### config.mk
export PLATFORM = sky130hd
export DESIGN_NAME = rexec_arith_unit
export DESIGN_NICKNAME = d
export VERILOG_FILES = /design/src/rtl/rexec_pkg.sv /design/src/rtl/rexec_arith_unit.sv
export SDC_FILE = /design/constraint.sdc
export NUM_CORES = 1
export LEC_CHECK = 0
export ABC_AREA = 1
export BUFFER_PORTS_ARGS = -buffer_cell sky130_fd_sc_hd__clkbuf_2
export CORE_AREA = 2 2 127 79
export DETAILED_ROUTE_END_ITERATION = 6
export DIE_AREA = 0 0 129 81
export GPL_TIMING_DRIVEN = 0
export PLACE_DENSITY_LB_ADDON = 0.12
export SLEW_MARGIN = 10
export SYNTH_ARGS = -nofsm -noshare
export SYNTH_HDL_FRONTEND = slang
export SYNTH_SLANG_ARGS = --single-unit
### constraint.sdc
create_clock -name vclk -period 3.1
set_input_delay 0.62 -clock vclk [all_inputs]
set_output_delay 0.62 -clock vclk [all_outputs]
set_load 0.005 [all_outputs]
### src/rtl/rexec_pkg.sv
// Shared widths and the record carried through the holding stages.
// Assumes a 32-bit datapath and a 3-bit operation code (unit bit plus
// a 2-bit function select).
package rexec_pkg;
    localparam int XLEN   = 32;
    localparam int FNW    = 2;
    localparam int OPW    = FNW + 1;
    localparam int NUNITS = 2;

    localparam logic UNIT_ARITH = 1'b0;
    localparam logic UNIT_LOGIC = 1'b1;

    typedef enum logic [FNW-1:0] {
        AF_ADD  = 2'd0,
        AF_SUB  = 2'd1,
        AF_SLT  = 2'd2,
        AF_SLTU = 2'd3
    } arith_fn_e;

    typedef enum logic [FNW-1:0] {
        LF_AND = 2'd0,
        LF_OR  = 2'd1,
        LF_XOR = 2'd2,
        LF_NOR = 2'd3
    } logic_fn_e;

    // One held instruction: operands, first result, and check state.
    typedef struct packed {
        logic            vld;
        logic            unit;
        logic [FNW-1:0]  fn;
        logic [XLEN-1:0] opa;
        logic [XLEN-1:0] opb;
        logic [XLEN-1:0] res;
        logic            dbl;   // second result already obtained
        logic            bad;   // mismatch seen (results or decoders)
    } slot_t;
endpackage

### src/rtl/rexec_arith_unit.sv
// Arithmetic functional unit: add, subtract, signed and unsigned less-than.
// Purely combinational; the function select follows rexec_pkg::arith_fn_e.
module rexec_arith_unit
    import rexec_pkg::*;
#(
    parameter int W = XLEN
) (
    input  logic [FNW-1:0] fn,
    input  logic [W-1:0]   a,
    input  logic [W-1:0]   b,
    output logic [W-1:0]   y
);
    // Select the arithmetic result for the requested function.
    always_comb begin
        unique case (arith_fn_e'(fn))
            AF_ADD:  y = a + b;
            AF_SUB:  y = a - b;
            AF_SLT:  y = {{(W-1){1'b0}}, ($signed(a) < $signed(b))};
            AF_SLTU: y = {{(W-1){1'b0}}, (a < b)};
            default: y = '0;
        endcase
    end
endmodule

== Word-level counts from Yosys, hierarchy flattened ==
Cells that the tools add are included.

* Input port bits: 66
* Bits in registers: 0

* Equal/unequal tests: 3
* Order comparisons: 2
* Multiplexer cells: 1
* Add/sub/neg operators: 2
* Reduce and logical (&&, ||, !) cells: 1

{| class="wikitable"
|+ Operator list
! kind !! number
|-
| $pmux W32 S4 || 1
|-
| $lt A32 B32 Y1 || 2
|-
| $add A32 B32 Y32 || 1
|-
| $sub A32 B32 Y32 || 1
|-
| $eq A2 B2 Y1 const B || 2
|-
| $eq A2 B1 Y1 const B || 1
|-
| $logic_not A2 Y1 || 1
|}

== Longest topological paths before layout ==
Gate-level depths: netlist of the first run.

* Word-level depth: 2
* Gate-level depth with buffers: 16
* Gate-level depth less buffers: 16

== Worst setup path after synthesis of the first run ==
OpenSTA, ideal clock, no wires.

* Path kind: input to output
* From: in a[0]
* To: out y[0]
* Path buffers: 0
* Data arrival time: 2016 ps
* Path slack: 464 ps
* Stages: 16
* Cell sequence: inv_1 -> ha_1 -> fa_1 -> inv_1 -> nand2_1 -> nand2_1 -> nand3_1 -> nand2_2 -> nand2_2 -> nand2_2 -> nand2_2 -> nand2_1 -> nand2_1 -> nand2_1 -> nand2_1 -> nand2_1

* Longest elaborated chain between the ends: 2

{| class="wikitable"
|+ RTL lines
! item !! line !! text
|-
| start: declaration || rexec_arith_unit.sv:9 || <nowiki>input logic [W-1:0] a,</nowiki>
|-
| $sub A32 B32 Y32, or another cell as far along || rexec_arith_unit.sv:17 || <nowiki>AF_SUB: y = a - b;</nowiki>
|-
| $pmux W32 S4 (*) || rexec_arith_unit.sv:15 || <nowiki>unique case (arith_fn_e'(fn))</nowiki>
|-
| end: declaration || rexec_arith_unit.sv:11 || <nowiki>output logic [W-1:0] y</nowiki>
|}

Every way passes the cells marked *; elsewhere a longest branch is shown, timed or not.

== Worst setup path after layout of the first run ==
* From: in fn[0]
* To: out y[16]

* Longest elaborated chain between the ends: 2

{| class="wikitable"
|+ RTL lines
! item !! line !! text
|-
| start: declaration || rexec_arith_unit.sv:8 || <nowiki>input logic [FNW-1:0] fn,</nowiki>
|-
| $eq A2 B2 Y1, or another cell as far along || rexec_arith_unit.sv:15 ||
|-
| $pmux W32 S4 (*) || rexec_arith_unit.sv:15 ||
|}

Marked as above.

==> metrics.cfg, run 1 <==
[yosys]
synth-seq-area-share_pct = 0
yosysWarnings = 0
avgSynthCellArea_um2 = 4.889
synthCells = 1115
yosysMostFrequentCell = nand2_1
yosys.area.top_type_share_pct = 27.34
synthTopCellsByCount = 397 x nand2_1, 245 x inv_1, 82 x nand3_1
ys_types = 37
synth_area_um2 = 5451
synthTopCellsByArea = nand2_1 27%, inv_1 17%, ha_1 14%
syn-num-nets = 1246
yosys.area.top_type = nand2_1

[floorplanning]
fp-row-count = 28
core_um2 = 9494
start_util_pct = 57.42
fp.dieH_um = 81
boundaryPins = 98
die_w_um = 129
die_area_um2 = 10450

[drt]
drc = 0
routed_via_density = 5.199
drt_wl_total_mm = 18.23
first_pass_iters = 5
vias = 7029
wl_per_cell_um = 13.48
antenna_left = 0
drt_iter0_drc = 729

[finish]
synthToLayoutAreaGrowth_pct = 17.42
drive_above_1_share_pct = 21.22
nClkBuffers = 0
nets = 1349
seq_area_um2 = 0
nFlopsAndLatches = 0

[clock_tree]
holdBufCountCts = 0

[setup_path]
end_kind = output port
required_ps = 2480
path_max_fanout = 10
arrival_ps = 2430
crit_type = in -> out
start_kind = input port

[timing]
slew_violations = 0
final.period_utilization_pct = 98.40
max_slew.worst_pin.slew_ps = 785.3
setup_viol = 0
slew_headroom_pct = 47.45
period_needed_ps = 3050
final.setup.worst_slack_ps = 49.68
rsz0062_at_grt = yes
hold_viol_final = 0
fmax_mhz = 327.8

[grt]
overflow = 0
gr-usage-all-layers_pct = 34.16
first_global_vias = 5641
grt_pass1_wl_mm = 28.07
antenna_found_initial = 0
grt_max_degree = 11

[placement]
pre_cts_slack_ps = -101.8
portBuffers = 98
gp_congestion = 0.9976
dp_hpwl_mm = 15.79

[run]
drv_cap = 0

[hold_path]
hp-class = in -> out

[status]
status = completed

## final timing paths
| path | to | slack [ps] | startpoint | cells past startpoint |
|---|---|---|---|---|
| setup / recovery | y[16] | 50 | fn[0] | 6 |
| hold / removal | y[0] | 1550 | fn[1] | 4 |
## final cells by class
type	instances	area (µm²)
Antenna cell	1	2.502
Buffer	28	203.9
Fill cell	1018	3093
Tap cell	135	168.9
Inverter	260	978.4
Timing Repair Buffer	101	513.0
Multi-Input combinational cell	827	4534
## cells in the final DEF (no fill, tap or decap), drive strengths merged
| cell type | instances |
|---|---|
| o2bb2ai | 1 |
| a21o | 3 |
| a32o | 1 |
| and2 | 6 |
| clkinv | 3 |
| nand4 | 14 |
| xnor2 | 1 |
| o22ai | 2 |
| buf | 26 |
| or2 | 1 |
| clkbuf | 103 |
| a21oi | 56 |
| nand3b | 1 |
| inv | 257 |
| diode | 1 |
| nor2 | 105 |
| ha | 63 |
| nor3 | 11 |
| xor2 | 9 |
| o21bai | 9 |
| nor4 | 3 |
| nand2 | 413 |
| a21boi | 1 |
| nand3 | 89 |
| fa | 2 |
| o21ai | 36 |
## metal layers
| metal | vias up | track usage, % | part of all wire, % | routed length [µm] |
|---|---|---|---|---|
| met5 | - | 0 | 0 | 0 |
| li1 | 3584 | - | - | - |
| met4 | 0 | 1.196 | 0.64 | 117 |
| met3 | 13 | 8.630 | 14 | 2542 |
| met2 | 374 | 47.88 | 37 | 6660 |
| met1 | 3058 | 53.71 | 49 | 8908 |
## per-stage QoR
| stage | hold slack [ps] | cell area [µm²] | TNS (ps) | util, % | instances |
|---|---|---|---|---|---|
| after floorplan | 1331 | 5451 | 0 | - | 1115 |
| after CTS | 1552 | 6113 | 0 | 64.39 | 1348 |
| after global placement | 1539 | 6111 | -244.0 | 64.36 | 1348 |
| after detailed placement | 1552 | 6111 | -316.0 | 64.36 | 1348 |
| final | 1547 | 6401 | 0 | 67.42 | 1352 |
| after global routing | 1589 | 6399 | -85.67 | 67.40 | 1351 |
## worst max-delay path, cell delays in order
cell and delay, ps:
clkbuf_2 100, nor2_1 610, clkbuf_1 620, nand3_1 190, o21ai_2 130, clkbuf_2 150
## cell families (layout without fill, tap and decap cells)
family	count (synthesis)	count (layout)	synth area share, %
xor gates and xnor gates	10	10	1.607
AOI/OAI and AO/OA	109	109	11.09
other	0	1	0
adders and majority gates	65	65	15.19
and+or+nand+nor	643	643	50.72
buffers and inverters	288	389	21.39
## what timing repair did
action,4_1_cts,5_1_grt
pin swaps,0,9
buffers inserted,0,3
resized for setup,2,79
endpoints found under the setup margin,4,23
==> run 2, diff against run 1 <==
--- a/config.mk
+++ b/config.mk
@@ -5,11 +5,10 @@
 export SDC_FILE = /design/constraint.sdc
 export NUM_CORES = 1
 export LEC_CHECK = 0
-export ABC_AREA = 1
 export BUFFER_PORTS_ARGS = -buffer_cell sky130_fd_sc_hd__clkbuf_2
-export CORE_AREA = 2 2 127 79
+export CORE_AREA = 2 2 109 69
 export DETAILED_ROUTE_END_ITERATION = 6
-export DIE_AREA = 0 0 129 81
+export DIE_AREA = 0 0 111 71
 export GPL_TIMING_DRIVEN = 0
 export PLACE_DENSITY_LB_ADDON = 0.12
 export SLEW_MARGIN = 10
==> metrics.cfg, run 2 <==
[status]
status = finished with violations
violations = DRC, setup timing

[yosys]
synth-seq-area-share_pct = 0
synth_xor_area_share_pct = 5.783
avgSynthCellArea_um2 = 6.461
ys_types = 73
muxShareOfSynthArea_pct = 1.718
yosys.area.top_type = ha_1
synthTopCellsByCount = 76 x nor2_1, 70 x a21oi_1, 64 x inv_1
synth_area_um2 = 3786
synth_compound_area_share_pct = 36.52
yosysMostFrequentCell = nor2_1
syn-num-nets = 717
synth_top_family_by_area = compound AO/OA/AOI/OAI gates
synth-simple-area-share_pct = 23.99
yosys.area.top_type_share_pct = 20.82
synthTopCellsByArea = ha_1 21%, a21oi_1 9.3%, nor2_1 7.5%
synthCells = 586
synthAdderAreaFrac_pct = 21.88
yosysWarnings = 0

[finish]
nets = 853
synthToLayoutAreaGrowth_pct = 48.61
seq_area_um2 = 0
nClkBuffers = 0
utilization_pct = 81.11
drive_above_1_share_pct = 41.25
multiInputGateArea_um2 = 4155
most-common-layout-cells = 79 x clkbuf_2, 72 x nor2_1, 49 x a21oi_1
diodes = 0
final_common_cell = clkbuf_2
nFillCells = 476
nFlopsAndLatches = 0

[timing]
rsz0062_at_grt = yes
final.period_utilization_pct = 124.8
hold_viol_final = 0
slew_violations = 0
slew_headroom_pct = 39.60
setup_tns_ps = -10800
max_slew.worst_pin.slew_ps = 906.0
period_needed_ps = 3868
final.setup.worst_slack_ps = -768.0
setup_viol = 25
worst_hold_slack_ps = 1703
fmax_mhz = 258.5

[drt]
routed_via_density = 6.450
vias = 5231
wl_per_cell_um = 19.58
first_pass_iters = 7
drt_wl_total_mm = 15.88
drc = 43
drt_iter0_drc = 621
antenna_left = 0

[power_and_ir_drop]
leakage_nw = 2.587
ir_drop_uv = 142.1
p_per_area_nw_per_um2 = 225.5

[floorplanning]
fp.dieH_um = 71
die_w_um = 111
core_um2 = 6937
boundaryPins = 98
start_util_pct = 54.58
fp-row-count = 24
die_area_um2 = 7881

[placement]
gp_congestion = 0.9844
pre_cts_slack_ps = -996.6
dp_hpwl_mm = 10.79
portBuffers = 98

[setup_path]
end_kind = output port
arrival_ps = 3250
required_ps = 2480
crit_type = in -> out
path_max_fanout = 3
startpoint = a[0]
start_kind = input port

[grt]
grt_max_degree = 11
antenna_found_initial = 0
gr-usage-all-layers_pct = 34.13
first_global_vias = 4532
overflow = 0
grt_pass1_wl_mm = 22.54

[hold_path]
hp-class = in -> out
worstHoldStart = fn[1]

[run]
drv_cap = 0

[clock_tree]
holdBufCountCts = 0

-- run 2: cell types whose count changed in the layout (fill, tap and decap cells not counted), moves of 22 or more --
cell     previous run  this run
nand2_1           383        25
inv_1             242        46
nand3_1            80         9
nor2_2             34         5
nand2_2            27         0
buf_4              15        41
xnor2_1             1        23
-- run 2: cells by family (layout without fill, tap and decap cells) --
family	after synthesis	in the layout
and+or+nand+nor	190	190
muxes	6	6
buffers and inverters	96	230
AOI/OAI and AO/OA	204	204
xor gates and xnor gates	25	25
adders and majority gates	65	65
-- run 2: final cells by class --
| cell class | instances | area share [%] |
|---|---|---|
| Multi-Input combinational cell | 490 | 73.85 |
| Tap cell | 91 | 2.024 |
| Buffer | 22 | 2.313 |
| Timing Repair Buffer | 143 | 17.06 |
| Inverter | 65 | 4.759 |
-- run 2: through the flow --
stage	instances	power (mW)	cell area [µm²]
2_1_floorplan	586	0.6604	4045
3_3_place_gp	775	0.9211	4649
3_5_place_dp	775	0.9402	4649
4_1_cts	795	1.063	5127
5_1_grt	811	1.341	5627
6_report	811	1.269	5627
-- run 2: where the power goes --
group          internal (mW)  switching, mW
registers                  0              0
clock network              0              0
logic                  0.562          0.706
-- run 2: critical path, stage by stage --
cell,delay (ps)
buf_8,80
ha_4,130
inv_2,40
fa_2,340
or2_4,260
a221oi_4,320
o211ai_4,120
a21oi_2,160
nor2_2,70
o21a_2,240
o31a_1,270
o21ai_2,160
mux2_4,320
buf_6,110
-- run 2: final timing paths --
path | endpoint | depth (start not counted) | slack [ps]
setup / recovery | y[28] | 14 | -770
hold / removal | y[14] | 5 | 1700
-- run 2: layer usage --
metal	vias to the layer above	routed length [µm]	share of wire [%]	GRT usage (%)
li1	2357	-	-	-
met1	2400	6573	41	49.85
met2	413	6872	43	53.92
met3	61	2017	13	5.227
met4	0	419	2.6	6.111
met5	-	0	0	0
-- run 2: repair_timing --
| item | 4_1_cts | 5_1_grt |
|---|---|---|
| setup buffers | 22 | 24 |
| setup endpoints to repair | 27 | 29 |
| pin swaps | 47 | 60 |
| gates resized for setup | 69 | 106 |
Power figures use the tool's default switching activity.
